`src/rtl/sidb_pkg.sv`:
```
package sidb_pkg;

    localparam int unsigned WORD_W = 32;

    localparam logic [1:0]  SZ_WORD      = 2'd2;
    localparam logic [31:0] NAME_LO_VAL  = 32'h6d746131;
    localparam logic [31:0] NAME_HI_VAL  = 32'h6d6b6466;
    localparam logic [31:0] VERSION_VAL  = 32'd1;

    localparam logic [31:0] OFS_NAME_LO  = 32'h00;
    localparam logic [31:0] OFS_NAME_HI  = 32'h04;
    localparam logic [31:0] OFS_VERSION  = 32'h08;
    localparam logic [31:0] OFS_LOCK     = 32'h0C;
    localparam logic [31:0] OFS_LADDR    = 32'h10;
    localparam logic [31:0] OFS_LSIZE    = 32'h14;
    localparam logic [31:0] OFS_DEVID    = 32'h20;
    localparam logic [31:0] OFS_KEY      = 32'h30;
    localparam logic [31:0] OFS_SECRET   = 32'h40;
    localparam logic [31:0] OFS_CIDN     = 32'h60;

    typedef enum logic [3:0] {
        RG_NONE,
        RG_NAME_LO,
        RG_NAME_HI,
        RG_VERSION,
        RG_LOCK,
        RG_LADDR,
        RG_LSIZE,
        RG_DEVID,
        RG_KEY,
        RG_SECRET,
        RG_CIDN
    } region_e;

    typedef struct packed {
        region_e    region;
        logic [4:0] idx;
    } hit_t;

    typedef struct packed {
        logic              ok;
        logic [WORD_W-1:0] data;
    } rsp_t;

    function automatic logic in_window(input logic [31:0] a, input logic [31:0] base,
                                       input int unsigned n);
        return (a >= base) && (a < base + 32'(4 * n));
    endfunction

    function automatic logic [4:0] word_index(input logic [31:0] a, input logic [31:0] base);
        logic [31:0] d;
        d = (a - base) >> 2;
        return d[4:0];
    endfunction

    function automatic hit_t decode_addr(input logic [31:0] a,
                                         input int unsigned n_id, input int unsigned n_key,
                                         input int unsigned n_sec, input int unsigned n_cid);
        hit_t h;
        h.region = RG_NONE;
        h.idx    = '0;
        if (a == OFS_NAME_LO)                     h.region = RG_NAME_LO;
        else if (a == OFS_NAME_HI)                h.region = RG_NAME_HI;
        else if (a == OFS_VERSION)                h.region = RG_VERSION;
        else if (a == OFS_LOCK)                   h.region = RG_LOCK;
        else if (a == OFS_LADDR)                  h.region = RG_LADDR;
        else if (a == OFS_LSIZE)                  h.region = RG_LSIZE;
        else if (in_window(a, OFS_DEVID, n_id)) begin
            h.region = RG_DEVID;
            h.idx    = word_index(a, OFS_DEVID);
        end else if (in_window(a, OFS_KEY, n_key)) begin
            h.region = RG_KEY;
            h.idx    = word_index(a, OFS_KEY);
        end else if (in_window(a, OFS_SECRET, n_sec)) begin
            h.region = RG_SECRET;
            h.idx    = word_index(a, OFS_SECRET);
        end else if (in_window(a, OFS_CIDN, n_cid)) begin
            h.region = RG_CIDN;
            h.idx    = word_index(a, OFS_CIDN);
        end
        return h;
    endfunction

endpackage

```
`src/rtl/sidb_decode.sv`:
```
module sidb_decode
    import sidb_pkg::*;
#(
    parameter int unsigned ADDR_W    = 8,
    parameter int unsigned ID_WORDS  = 2,
    parameter int unsigned KEY_WORDS = 4,
    parameter int unsigned SEC_WORDS = 8,
    parameter int unsigned CID_WORDS = 8
) (
    input  logic [ADDR_W-1:0] addr,
    input  logic [1:0]        size,
    output logic              shape_ok,
    output hit_t              hit
);

    always_comb begin
        shape_ok = (size == SZ_WORD) && (addr[1:0] == 2'b00);
        hit      = decode_addr(32'(addr), ID_WORDS, KEY_WORDS, SEC_WORDS, CID_WORDS);
    end

endmodule

```
`src/rtl/sidb_once_gate.sv`:
```
module sidb_once_gate #(
    parameter int unsigned N     = 8,
    localparam int unsigned IX_W = (N > 1) ? $clog2(N) : 1
) (
    input  logic            clk,
    input  logic            rst,
    input  logic            rd_try,
    input  logic [IX_W-1:0] idx,
    input  logic            locked,
    output logic            grant
);

    logic [N-1:0] used_q;

    assign grant = rd_try && !locked && !used_q[idx];

    for (genvar i = 0; i < N; i++) begin : g_flag
        always_ff @(posedge clk) begin
            if (rst)
                used_q[i] <= 1'b0;
            else if (grant && (idx == IX_W'(i)))
                used_q[i] <= 1'b1;
        end

        // a consumed word stays consumed until reset
        assert_once_sticky_R4: assert property (@(posedge clk) disable iff (rst)
            used_q[i] |=> used_q[i]);

        // a flag rises only after a granted read of its own word
        assert_once_cause_R4: assert property (@(posedge clk) disable iff (rst)
            $rose(used_q[i]) |-> $past(rd_try && !locked && idx == IX_W'(i)));
    end

    // nothing is granted while locked
    assert_no_grant_locked_R5: assert property (@(posedge clk) disable iff (rst)
        locked |-> !grant);

endmodule

```
`src/rtl/sidb_state.sv`:
```
module sidb_state
    import sidb_pkg::*;
#(
    parameter int unsigned CID_WORDS = 8,
    localparam int unsigned CX_W     = (CID_WORDS > 1) ? $clog2(CID_WORDS) : 1
) (
    input  logic                                clk,
    input  logic                                rst,
    input  logic                                lock_set,
    input  logic                                laddr_we,
    input  logic                                lsize_we,
    input  logic                                cid_we,
    input  logic [CX_W-1:0]                     cid_idx,
    input  logic [WORD_W-1:0]                   wdata,
    output logic                                app_mode,
    output logic [WORD_W-1:0]                   load_addr,
    output logic [WORD_W-1:0]                   load_size,
    output logic [CID_WORDS-1:0][WORD_W-1:0]    cid_q
);

    always_ff @(posedge clk) begin
        if (rst)           app_mode <= 1'b0;
        else if (lock_set) app_mode <= 1'b1;
    end

    always_ff @(posedge clk) begin
        if (rst) begin
            load_addr <= '0;
            load_size <= '0;
        end else begin
            if (laddr_we) load_addr <= wdata;
            if (lsize_we) load_size <= wdata;
        end
    end

    for (genvar i = 0; i < CID_WORDS; i++) begin : g_cid
        always_ff @(posedge clk) begin
            if (rst)
                cid_q[i] <= '0;
            else if (cid_we && (cid_idx == CX_W'(i)))
                cid_q[i] <= wdata;
        end

        // identity words are frozen in application mode
        assert_cid_frozen_R8: assert property (@(posedge clk) disable iff (rst)
            app_mode |=> $stable(cid_q[i]));
    end

    // application mode is one-way until reset
    assert_mode_sticky_R9: assert property (@(posedge clk) disable iff (rst)
        app_mode |=> app_mode);

    // load registers are frozen in application mode
    assert_load_frozen_R10: assert property (@(posedge clk) disable iff (rst)
        app_mode |=> ($stable(load_addr) && $stable(load_size)));

endmodule

```
`src/rtl/secret_id_bank.sv`:
```
module secret_id_bank
    import sidb_pkg::*;
#(
    parameter int unsigned ADDR_W    = 8,
    parameter int unsigned SEC_WORDS = 8,
    parameter int unsigned KEY_WORDS = 4,
    parameter int unsigned ID_WORDS  = 2,
    parameter int unsigned CID_WORDS = 8
) (
    input  logic                          clk,
    input  logic                          rst,
    input  logic                          req_valid,
    input  logic                          req_we,
    input  logic [1:0]                    req_size,
    input  logic [ADDR_W-1:0]             req_addr,
    input  logic [31:0]                   req_wdata,
    input  logic [32*SEC_WORDS-1:0]       secret_words_i,
    input  logic [32*KEY_WORDS-1:0]       key_words_i,
    input  logic [32*ID_WORDS-1:0]        devid_words_i,
    output logic [31:0]                   rsp_rdata,
    output logic                          rsp_err
);

    localparam int unsigned SX_W = (SEC_WORDS > 1) ? $clog2(SEC_WORDS) : 1;
    localparam int unsigned CX_W = (CID_WORDS > 1) ? $clog2(CID_WORDS) : 1;

    logic shape_ok;
    hit_t hit;
    logic rd, wr;
    logic sec_try, sec_grant;
    logic lock_set, laddr_we, lsize_we, cid_we;
    logic app_mode;
    logic [WORD_W-1:0] load_addr, load_size;
    logic [CID_WORDS-1:0][WORD_W-1:0] cid_q;
    rsp_t rsp;

    sidb_decode #(
        .ADDR_W    (ADDR_W),
        .ID_WORDS  (ID_WORDS),
        .KEY_WORDS (KEY_WORDS),
        .SEC_WORDS (SEC_WORDS),
        .CID_WORDS (CID_WORDS)
    ) u_decode (
        .addr     (req_addr),
        .size     (req_size),
        .shape_ok (shape_ok),
        .hit      (hit)
    );

    assign rd      = req_valid && !req_we && shape_ok;
    assign wr      = req_valid &&  req_we && shape_ok;
    assign sec_try = rd && (hit.region == RG_SECRET);

    sidb_once_gate #(.N(SEC_WORDS)) u_once (
        .clk    (clk),
        .rst    (rst),
        .rd_try (sec_try),
        .idx    (hit.idx[SX_W-1:0]),
        .locked (app_mode),
        .grant  (sec_grant)
    );

    sidb_state #(.CID_WORDS(CID_WORDS)) u_state (
        .clk       (clk),
        .rst       (rst),
        .lock_set  (lock_set),
        .laddr_we  (laddr_we),
        .lsize_we  (lsize_we),
        .cid_we    (cid_we),
        .cid_idx   (hit.idx[CX_W-1:0]),
        .wdata     (req_wdata),
        .app_mode  (app_mode),
        .load_addr (load_addr),
        .load_size (load_size),
        .cid_q     (cid_q)
    );

    always_comb begin
        rsp      = '0;
        lock_set = 1'b0;
        laddr_we = 1'b0;
        lsize_we = 1'b0;
        cid_we   = 1'b0;
        unique case (hit.region)
            RG_NAME_LO: if (rd) rsp = '{ok: 1'b1, data: NAME_LO_VAL};
            RG_NAME_HI: if (rd) rsp = '{ok: 1'b1, data: NAME_HI_VAL};
            RG_VERSION: if (rd) rsp = '{ok: 1'b1, data: VERSION_VAL};
            RG_LOCK: if (wr && !app_mode) begin
                rsp.ok   = 1'b1;
                lock_set = 1'b1;
            end
            RG_LADDR: begin
                if (rd) rsp = '{ok: 1'b1, data: load_addr};
                else if (wr && !app_mode) begin
                    rsp.ok   = 1'b1;
                    laddr_we = 1'b1;
                end
            end
            RG_LSIZE: begin
                if (rd) rsp = '{ok: 1'b1, data: load_size};
                else if (wr && !app_mode) begin
                    rsp.ok   = 1'b1;
                    lsize_we = 1'b1;
                end
            end
            RG_DEVID: if (rd)
                rsp = '{ok: 1'b1, data: devid_words_i[32*int'(hit.idx) +: 32]};
            RG_KEY: if (rd && !app_mode)
                rsp = '{ok: 1'b1, data: key_words_i[32*int'(hit.idx) +: 32]};
            RG_SECRET: if (sec_grant)
                rsp = '{ok: 1'b1, data: secret_words_i[32*int'(hit.idx) +: 32]};
            RG_CIDN: begin
                if (rd) rsp = '{ok: 1'b1, data: cid_q[hit.idx[CX_W-1:0]]};
                else if (wr && !app_mode) begin
                    rsp.ok = 1'b1;
                    cid_we = 1'b1;
                end
            end
            default: rsp = '0;
        endcase
    end

    assign rsp_err   = req_valid && !rsp.ok;
    assign rsp_rdata = rsp.data;

    // malformed accesses are rejected
    assert_shape_reject_R1: assert property (@(posedge clk) disable iff (rst)
        (req_valid && (req_size != SZ_WORD || req_addr[1:0] != 2'b00)) |-> rsp_err);

    // rejected accesses carry zero data
    assert_reject_zero_R12: assert property (@(posedge clk) disable iff (rst)
        rsp_err |-> (rsp_rdata == 32'd0));

    // no error without a request
    assert_err_needs_req_R12: assert property (@(posedge clk) disable iff (rst)
        !req_valid |-> !rsp_err);

    // secret and key reads fault in application mode
    assert_app_secret_fault_R5: assert property (@(posedge clk) disable iff (rst)
        (rd && app_mode && (hit.region == RG_SECRET || hit.region == RG_KEY)) |-> rsp_err);

    // unmapped offsets fault
    assert_unmapped_R11: assert property (@(posedge clk) disable iff (rst)
        (req_valid && hit.region == RG_NONE) |-> rsp_err);

endmodule

```
`config.mk`:
```
export PLATFORM = sky130hd
export DESIGN_NAME = secret_id_bank
export DESIGN_NICKNAME = d
export VERILOG_FILES = /design/src/rtl/sidb_pkg.sv /design/src/rtl/sidb_decode.sv /design/src/rtl/sidb_once_gate.sv /design/src/rtl/sidb_state.sv /design/src/rtl/secret_id_bank.sv
export SDC_FILE = /design/constraint.sdc
export NUM_CORES = 1
export LEC_CHECK = 0
export ABC_AREA = 1
export CORE_UTILIZATION = 50
export CTS_CLUSTER_SIZE = 24
export DETAILED_ROUTE_END_ITERATION = 6
export GPL_TIMING_DRIVEN = 0
export PLACE_DENSITY_LB_ADDON = 0.05
export SETUP_SLACK_MARGIN = 0.05
export SLEW_MARGIN = 25
export SYNTH_ARGS = -nofsm -noshare
export SYNTH_HDL_FRONTEND = slang
export SYNTH_SLANG_ARGS = --single-unit
```
`constraint.sdc`:
```
create_clock -name clk -period 4.2 [get_ports clk]
set_input_delay 0.42 -clock clk [delete_from_list [all_inputs] [get_ports clk]]
set_output_delay 0.42 -clock clk [all_outputs]
set_load 0.02 [all_outputs]
```
==> reports/metrics.yaml <==
final_layout:
  nNetsFinal: 4712
  multi_input_area_um2: 12300
  seqCellArea_um2: 6586
  fin_cells: 4783
  drive_above_1_share_pct: 10.01
  fin_area_um2: 29040
  fill_cells: 4033
  final_core_util_pct: 68.91
  syn_to_final_growth_pct: 35.37
clocking:
  numCtsBuffers: 31
  ctsHoldBuffers: 0
  cts_root_buffer: "clkbuf_16"
  cts_num_sinks: 329
  htreeDepth: 1
  clk-insertion-delay-late_ps: 590
  clk_pin_slew_worst_paths_ps: 70
  cts_tree: "built"
  clk_path_buf_depth: 3
power_and_ir_drop:
  p_leak_nw: 13.24
  sw_frac_of_total_pct: 32.28
  p_seq_share_pct: 36.4
  p_sw_mw: 2.763
  ir_drop_mv: 0.3267
  p_total_mw: 8.559
  internal_power_mw: 5.796
  clock_power_share_pct: 36.7
  pwr-share-comb_pct: 26.8
  pwr_density_cell_nw_per_um2: 294.8
die:
  fp.coreArea_um2: 42130
  die_h_um: 209.1
  rows: 75
  io_pins: 527
  die_area_um2: 43730
  die_x_um: 209.1
  start_util_pct: 50.91
worst_hold_path:
  holdCritStartpoint: "req_wdata[9]"
  whs_path_depth: 3
  hp-class: "in2reg"
  holdPathEnd: "u_state.cid_q[169]"
global_route:
  antenna_found_initial: 8
  grt_pass1_wl_mm: 164.4
  grtUsageTotal_pct: 50.96
  grt_max_degree: 16
  overflow: 0
  grt_pass1_vias: 25359
synthesis:
  async_reset_ff_share_pct: 0
  yosys.area.top_type: "dfxtp_1"
  synthTopCellsByArea: "dfxtp_1 31%, nand2_1 14%, nor2_1 13%"
  yosysMostFrequentCell: "nand2_1"
  syn_area_um2: 21450
  synth_cell_types: 34
  synthTopCellsByCount: "795 x nand2_1, 736 x nor2_1, 381 x nand3_1"
  synth_nets: 4168
  synth_ff_type: "dfxtp_1"
  synthCells: 3668
  synth_seq_cells: 329
  syn_area_per_cell_um2: 5.848
  yosysSeqAreaShare_pct: 30.71
  yosys.area.top_type_share_pct: 30.71
  yosys_warnings: 0
  synth-edff-count: 0
detailed_routing:
  dr_wl_met3_mm: 16.09
  highest_layer: "met4"
  wl_met2_mm: 47.94
  drc_errors: 0
  dr_total_vias: 27907
  viasPerCell: 5.835
  drt_iter0_markers: 4119
  wirelength_mm: 115.1
  wl_per_cell_um: 24.06
  drt-met1-wl_mm: 41.32
  drtPass1Iterations: 6
  postRouteAntennaNets: 0
place:
  io_buffer_count: 493
  place.gp.congestion: 1.128
  dp_hpwl_mm: 90.00
  dpl_cell_area_um2: 27060
  post-place-ws_ps: -1344
  dp.cells: 4700
setup_path:
  worst_setup_path_end_kind: "output pin"
  crit_arrival_ps: 3730
  regToRegEndpoint: "u_state.cid_q[153]"
  cp_slowest_stage_delay_ps: 550
  start_kind: "primary input"
  path_cells: "clkdlybuf4s50_1, nor2_4, nand2_1, inv_2, nand3_2, nand3_4, nor2_4, buf_4, buf_6, buf_4, clkbuf_4, nand3b_1, nand3_1, nand3_1, nand3_1, o21ai_0, nand2_1, nand2_1, clkdlybuf4s15_2"
  r2r-start: "u_state.app_mode"
  worstPathMaxFanout: 10
  path_class: "in2out"
  ff2ff_setup_slack_ps: 1740
  reg2reg_depth: 8
  required_ps: 3780
  slowest_stage: "clkdlybuf4s50_1"
sta:
  setup_viol: 0
  finalHoldViolCount: 0
  finalMaxSlewViolations: 0
  tightest_slew_ps: 890.5
  fin_ws_ps: 48.34
  fin_crit_ps: 4152
  timing.final.crit_share_pct: 98.85
  relSlewSlack_pct: 40.63
  skew_ps: 9.280
  clock.fmax_mhz: 240.9
  rsz0062_at_grt: "yes"
run_status:
  status: "completed"
job:
  max_cap_violations: 0
-- timing repair --
item	CTS	global route
setup buffers	12	6
pin swaps	10	9
resized for setup	221	134
endpoints found under the setup margin	33	33
-- sequential cells by signal, summed over array words and instances (netlist names) --
name	cells
u_once.used_q	8
u_state.app_mode	1
u_state.cid_q	256
u_state.load_addr	32
u_state.load_size	32
-- area by class of cell --
type	instances	share of cell area (%)
Clock buffer	40	2.960
Inverter	393	5.106
Buffer	286	6.209
Sequential cell	329	22.68
Clock inverter	16	0.8575
Antenna cell	9	0.07756
Timing Repair Buffer	511	17.42
Tap cell	539	2.323
Multi-Input combinational cell	2660	42.37
-- cells in the final DEF (no fill, tap or decap), types with 15 or more instances in the layout --
cell type	Yosys	final
buf_6	14	40
nor3_1	36	32
inv_1	359	359
clkdlybuf4s50_1	0	454
clkdlybuf4s15_2	0	15
nand3b_1	68	68
inv_2	33	32
o211ai_1	19	19
o21ai_0	346	340
buf_2	107	53
nand2_1	795	787
buf_1	41	34
clkbuf_16	0	31
nand3_1	381	367
nor2_4	10	18
a21oi_1	108	108
nor2_1	736	718
o22ai_1	26	18
buf_4	28	71
dfxtp_1	329	329
o21ai_1	74	75
clkbuf_1	96	61
clkbuf_2	0	37
nor2_2	8	18
clkbuf_4	0	18
-- logic make-up after synthesis --
logic type | synth area share, %
simple gates | 41.07
flops | 30.71
fa+ha+maj | 0.3500
buf+inv | 13.51
mux | 0.1867
compound gates | 14.17
-- metrics by stage --
stage	hold WS [ps]	TNS, ps
2_1_floorplan	424.5	0
3_3_place_gp	433.9	-29640
3_5_place_dp	442.0	-29950
4_1_cts	351.7	-452.3
5_1_grt	377.1	0
6_report	360.4	0
-- per-layer routing --
metal | track usage (%) | vias to the layer above
li1 | - | 12671
met1 | 62.11 | 12622
met2 | 75.26 | 2142
met3 | 16.08 | 472
met4 | 37.70 | 0
met5 | 0 | -
-- how the worst max path moves through the flow --
stage | start | end | slack, ps | depth (start not counted)
finish | req_addr[1] | rsp_rdata[16] | 50 | 19
detailed placement | req_addr[5] | rsp_rdata[27] | -1340 | 19
floorplan | req_addr[4] | rsp_rdata[24] | 1410 | 18
global placement | req_addr[5] | rsp_rdata[27] | -1330 | 19
global route | req_addr[1] | rsp_rdata[10] | 10 | 17
CTS | req_addr[7] | rsp_rdata[10] | -100 | 18
-- critical path: cells and delay by family --
family          cells  cell delay, ps
compound gates      1             140
buf+inv             7            1680
simple gates       11            1480
-- power by group through the flow --
stage | registers [mW] | clock network [mW] | logic, mW
after floorplan | 3.19 | 0 | 0.944
after global placement | 3.19 | 0 | 2.03
after detailed placement | 3.19 | 0 | 2.03
after CTS | 3.12 | 3.10 | 2.13
after global routing | 3.12 | 3.23 | 2.36
final | 3.12 | 3.14 | 2.29
(Power assumes the default switching activity.)
